==> src/rtl/lpm_pkg.sv <==
package lpm_pkg;
    typedef enum logic [1:0] {
        LP_ACTIVE   = 2'd0,
        LP_RESET    = 2'd1,
        LP_DISABLED = 2'd2
    } lp_state_e;
endpackage

==> src/rtl/lpm_sync.sv <==
module lpm_sync #(
    parameter int STAGES = 2
) (
    input  logic clk,
    input  logic rst_n,
    input  logic d_async,
    output logic d_sync
);
    logic [STAGES-1:0] sync_d, sync_q;

    always_comb begin
        sync_d[0] = d_async;
    end

    for (genvar i = 1; i < STAGES; i++) begin : g_stage
        always_comb sync_d[i] = sync_q[i-1];
    end

    // Reset to high so that no low run is counted straight after reset
    always_ff @(posedge clk or negedge rst_n) begin
        if (!rst_n) sync_q <= '1;
        else        sync_q <= sync_d;
    end

    assign d_sync = sync_q[STAGES-1];
endmodule

==> src/rtl/lpm_low_timer.sv <==
module lpm_low_timer #(
    parameter int RST_LIMIT = 256,
    parameter int DIS_LIMIT = 2560
) (
    input  logic clk,
    input  logic rst_n,
    input  logic level,
    output logic past_rst,
    output logic past_dis
);
    localparam int CW = $clog2(DIS_LIMIT + 1);
    localparam logic [CW-1:0] RST_L = CW'(RST_LIMIT);
    localparam logic [CW-1:0] DIS_L = CW'(DIS_LIMIT);

    typedef struct packed {
        logic [CW-1:0] cnt;
    } tmr_t;

    tmr_t r_d, r_q;

    always_comb begin
        r_d = r_q;
        if (level)                 r_d.cnt = '0;
        else if (r_q.cnt < DIS_L)  r_d.cnt = r_q.cnt + 1'b1;
    end

    always_ff @(posedge clk or negedge rst_n) begin
        if (!rst_n) r_q <= '0;
        else        r_q <= r_d;
    end

    assign past_rst = (r_q.cnt >= RST_L);
    assign past_dis = (r_q.cnt >= DIS_L);


    no_overflow_chk: assert property (@(posedge clk) disable iff (!rst_n)
        r_q.cnt <= DIS_L);


    high_clears_chk: assert property (@(posedge clk) disable iff (!rst_n)
        level |=> (r_q.cnt == '0));
endmodule

==> src/rtl/lpm_state_ctrl.sv <==
module lpm_state_ctrl
    import lpm_pkg::*;
#(
    parameter int WAKE_CYCLES = 4
) (
    input  logic      clk,
    input  logic      rst_n,
    input  logic      level,
    input  logic      past_rst,
    input  logic      past_dis,
    output lp_state_e state,
    output logic      force_low,
    output logic      clk_on
);
    localparam int HW = $clog2(WAKE_CYCLES + 2);
    localparam logic [HW-1:0] WAKE_L = HW'(WAKE_CYCLES);

    typedef struct packed {
        lp_state_e     st;
        logic [HW-1:0] hold;
    } ctl_t;

    ctl_t c_d, c_q;

    always_comb begin
        c_d = c_q;
        if (c_q.hold != '0) c_d.hold = c_q.hold - 1'b1;
        if (level) begin
            c_d.st = LP_ACTIVE;
            if (c_q.st == LP_DISABLED) c_d.hold = WAKE_L;
        end else if (past_dis) begin
            c_d.st = LP_DISABLED;
        end else if (past_rst) begin
            c_d.st = LP_RESET;
        end
    end

    always_ff @(posedge clk or negedge rst_n) begin
        if (!rst_n) c_q <= '{st: LP_ACTIVE, hold: '0};
        else        c_q <= c_d;
    end

    assign state     = c_q.st;
    assign clk_on    = (c_q.st != LP_DISABLED);
    assign force_low = (c_q.st != LP_ACTIVE) || (c_q.hold != '0);


    high_wakes_chk: assert property (@(posedge clk) disable iff (!rst_n)
        level |=> (c_q.st == LP_ACTIVE));


    no_skip_chk: assert property (@(posedge clk) disable iff (!rst_n)
        (c_q.st == LP_ACTIVE) |=> (c_q.st != LP_DISABLED));
endmodule

==> src/rtl/link_pwr_monitor.sv <==
module link_pwr_monitor
    import lpm_pkg::*;
#(
    parameter int SYNC_STAGES = 2,
    parameter int RST_LIMIT   = 256,
    parameter int DIS_LIMIT   = 2560,
    parameter int WAKE_CYCLES = 4,
    parameter int CTL_W       = 2,
    parameter int DATA_W      = 8
) (
    input  logic              clk,
    input  logic              rst_n,
    input  logic              lps_async,
    input  logic              link_ctl_en,
    input  logic              lreq_in,
    input  logic [CTL_W-1:0]  ctl_in,
    input  logic [DATA_W-1:0] data_in,
    output logic              lreq_out,
    output logic [CTL_W-1:0]  ctl_out,
    output logic [DATA_W-1:0] data_out,
    output logic              pclk_en,
    output logic              link_active,
    output logic [1:0]        iface_state
);
    logic      lvl_sync;
    logic      past_rst, past_dis;
    logic      force_low, clk_on;
    lp_state_e st;

    lpm_sync #(.STAGES(SYNC_STAGES)) u_sync (
        .clk     (clk),
        .rst_n   (rst_n),
        .d_async (lps_async),
        .d_sync  (lvl_sync)
    );

    lpm_low_timer #(.RST_LIMIT(RST_LIMIT), .DIS_LIMIT(DIS_LIMIT)) u_timer (
        .clk      (clk),
        .rst_n    (rst_n),
        .level    (lvl_sync),
        .past_rst (past_rst),
        .past_dis (past_dis)
    );

    lpm_state_ctrl #(.WAKE_CYCLES(WAKE_CYCLES)) u_ctrl (
        .clk       (clk),
        .rst_n     (rst_n),
        .level     (lvl_sync),
        .past_rst  (past_rst),
        .past_dis  (past_dis),
        .state     (st),
        .force_low (force_low),
        .clk_on    (clk_on)
    );

    assign ctl_out     = force_low ? '0 : ctl_in;
    assign data_out    = force_low ? '0 : data_in;
    assign lreq_out    = force_low ? 1'b0 : lreq_in;
    assign pclk_en     = clk_on;
    assign link_active = link_ctl_en && (st == LP_ACTIVE);
    assign iface_state = st;


    lowpwr_forced_chk: assert property (@(posedge clk) disable iff (!rst_n)
        (iface_state != 2'd0) |-> (ctl_out == '0 && data_out == '0 && !lreq_out));


    clk_before_data_chk: assert property (@(posedge clk) disable iff (!rst_n)
        $rose(pclk_en) |-> (data_out == '0 && ctl_out == '0));


    link_bit_chk: assert property (@(posedge clk) disable iff (!rst_n)
        link_active |-> (iface_state == 2'd0 && link_ctl_en));
endmodule

==> config.mk <==
export PLATFORM = sky130hd
export DESIGN_NAME = link_pwr_monitor
export DESIGN_NICKNAME = d
export VERILOG_FILES = /design/src/rtl/lpm_pkg.sv /design/src/rtl/lpm_sync.sv /design/src/rtl/lpm_low_timer.sv /design/src/rtl/lpm_state_ctrl.sv /design/src/rtl/link_pwr_monitor.sv
export SDC_FILE = /design/constraint.sdc
export NUM_CORES = 1
export LEC_CHECK = 0
export BUFFER_PORTS_ARGS = -buffer_cell sky130_fd_sc_hd__buf_4
export CELL_PAD_IN_SITES_DETAIL_PLACEMENT = 1
export CELL_PAD_IN_SITES_GLOBAL_PLACEMENT = 2
export CORE_ASPECT_RATIO = 1.75
export CORE_MARGIN = 3
export CORE_UTILIZATION = 31
export DETAILED_ROUTE_END_ITERATION = 6
export GPL_TIMING_DRIVEN = 0
export PLACE_DENSITY = 0.87
export SETUP_SLACK_MARGIN = 0.1
export SYNTH_ARGS = -nofsm -noshare
export SYNTH_HDL_FRONTEND = slang
export SYNTH_SLANG_ARGS = --single-unit
==> constraint.sdc <==
create_clock -name clk -period 3.1 [get_ports clk]
set_input_delay 0.155 -clock clk [delete_from_list [all_inputs] [get_ports clk]]
set_output_delay 0.155 -clock clk [all_outputs]
set_load 0.01 [all_outputs]
==> flow_summary.ini <==
[sta]
setup_ws_ns = 1.13
finalSetupViolations = 0
fin_skew_ns = 0.00289
worst_pin_slew_ns = 0.540
finalCritPeriodShare_pct = 63.6
slew_headroom_pct = 63.6
hold_viol = 0
rsz0062_at_grt = false
max_freq_mhz = 507
finalMaxSlewViolations = 0
setup_tns_ns = 0
period_needed_ns = 1.97

[floorplan]
die_h_um = 81.9
io_pins = 30
num_rows = 27
initial_core_util_pct = 32.5
die-width_um = 49.4
core_um2 = 3140
die_area_um2 = 4040

[clock_network]
path_clk_slew_ns = 0.07
clock_latency_ns = 0.26
htree_num_levels = 1
post_cts_resized = 0
cts_buffers = 3
cts_tree = built
cts.sinks = 19
clockBufferDepth = 2
clock-root-buffer = clkbuf_8

[global_routing]
overflow = 0
grt_pass1_vias = 937
antenna_found_initial = 0
grt_pass1_wl_mm = 4.27
grt_use_total_pct = 13.6
grt_max_degree = 20

[pwr]
irDropWorstVdd_mv = 0.236
power.density_nw_per_um2 = 356
p_leak_nw = 0.620

[logic_synthesis]
synth-seq-cells = 19
syn_nets = 127
ys.flop_type = dfrtp_1
synth_edf_count = 0
yosysUniqueCellTypes = 28
avgSynthCellArea_um2 = 9.45
yosysSeqAreaShare_pct = 46.8
synthCells = 108
syn-cell-area_um2 = 1020
synth_area_leaders = dfrtp_1 42%, and2_1 6.7%, nor2_1 6.3%
async_flop_share_pct = 100
netlist.area_leader.share_pct = 41.7
synth_top_area_cell = dfrtp_1
ys.warnings.count = 0

[job]
cap_violations = 0

[worst_setup_path]
start_kind = register
worstPathRequired_ns = 2.94
cp_max_fo = 10
worst_setup_path_end_kind = output port
crit_type = register to output port
cp_data_arrival_time_ns = 1.82

[cells_and_area]
synthToLayoutAreaGrowth_pct = 33.0
nFillCells = 391
fin_util_pct = 43.2
multi_input_area_um2 = 483
stdcell_area_um2 = 1360
antennaDiodeCount = 0
num-nets-final = 163
seqCellArea_um2 = 478
drive_gt1_share_pct = 28.0

[placement]
globalplace.congestion = 0.762
portBuffers = 29
dp_hpwl_mm = 2.06
pre_cts_ws_ns = 1.38
dpl-instance-area_um2 = 1290

[routing]
dr_total_vias = 885
drc = 0
firstDrtPassIters = 2
wl_mm = 2.57
drtIter0Drc = 1
wire_per_inst_um = 13.8
postRouteAntennaNets = 0
vias_per_cell = 4.76

[worst_hold_path]
holdCritPathClass = input port to asynchronous set/reset pin

[status]
outcome = finished, final reports clean
[cells by family (layout without fill, tap and decap cells)]
group,Yosys count,count (layout),synth area share [%]
AND/OR/NAND/NOR,53,53,27.9
flip-flops,19,19,46.8
buffers and inverters,12,47,5.88
AO/OA/AOI/OAI,11,11,6.49
multiplexers,1,1,1.10
XOR/XNOR,8,8,6.86
adder cells (fa/ha/maj),4,4,4.90
[final timing paths]
| path | start | end | slack (ns) | cells past startpoint |
|---|---|---|---|---|
| max | u_ctrl.c_q[0] | data_out[3] | 1.13 | 7 |
| min reg2reg | u_sync.sync_q[0] | u_sync.sync_q[1] | 0.36 | 0 |
| max in group asynchronous | rst_n | u_sync.sync_q[1] | 2.53 | 2 |
| min in group clk | u_sync.sync_q[0] | u_sync.sync_q[1] | 0.36 | 0 |
| max reg2reg | u_timer.r_q[3] | u_timer.r_q[10] | 1.56 | 4 |
| min | rst_n | u_timer.r_q[7] | 0.31 | 2 |
[metal layers]
layer / wire (µm) / up-vias / track usage, %
li1: - / 420 / -
met1: 949 / 427 / 12.7
met2: 1420 / 33 / 27.7
met3: 155 / 5 / 2.72
met4: 44 / 0 / 6.09
met5: 0 / - / 0
[where the power goes]
part / switching [W] / leakage [nW] / total, W / internal, W
clock: 0.0000803 / 0.0228 / 0.000172 / 0.0000915
sequential: 0.00000534 / 0.256 / 0.000259 / 0.000253
combinational: 0.0000230 / 0.341 / 0.0000530 / 0.0000300
[final cells by class]
class | count | share of cell area, %
buffer | 5 | 2.49
sequential | 19 | 35.2
clock buffer | 4 | 3.32
inverter | 7 | 1.94
multi-input combinational | 77 | 35.6
tap | 43 | 3.96
timing repair buffer | 31 | 17.5
[per-stage QoR]
stage | hold slack [ns] | power (W) | instances
global route | 0.321 | 0.000507 | 186
finish | 0.307 | 0.000484 | 186
global placement | 0.0397 | 0.000313 | 180
floorplan | -0.141 | 0.000281 | 108
detailed placement | 0.0428 | 0.000316 | 180
CTS | 0.303 | 0.000490 | 186
[flip-flops by register name, indices dropped and copies added, names as in the netlist]
register,count
u_ctrl.state,2
u_ctrl.c_q,3
u_sync.sync_q,2
u_timer.r_q,12
[synthesized netlist by cell type (all sizes together), types with 2 or more instances]
library cell / number
dfrtp: 17
nor2: 17
and2: 11
nand2: 8
inv: 7
xnor2: 6
nor3: 5
a21oi: 4
ha: 4
buf: 3
o21ai: 3
a211oi: 2
and3: 2
clkbuf: 2
dfstp: 2
nand3: 2
nand4: 2
nor4: 2
xor2: 2
[cells in the final DEF, fill, tap and decap left out, drive strengths merged, types with 3 or more instances in the layout]
cell type and n:
xnor2 6, nand2 8, and2 11, clkbuf 6, inv 7, a21oi 4, buf 32, nor3 5
dfrtp 17, o21ai 3, nor2 17, ha 4
[worst max-delay path, cell delays in order (launching register included)]
cell and delay, ns:
dfrtp_1 0.40, inv_1 0.09, ha_1 0.18, nand2_1 0.13
nor3_1 0.19, clkbuf_1 0.27, and2_1 0.18, buf_4 0.12
[repair_timing]
item | CTS | global route
hold buffers | 2 | 0
setup endpoints to repair | 0 | 0
hold endpoints to repair | 18 | 0
setup buffers | 0 | 0
No activity file was read; power rests on OpenSTA's default activity.
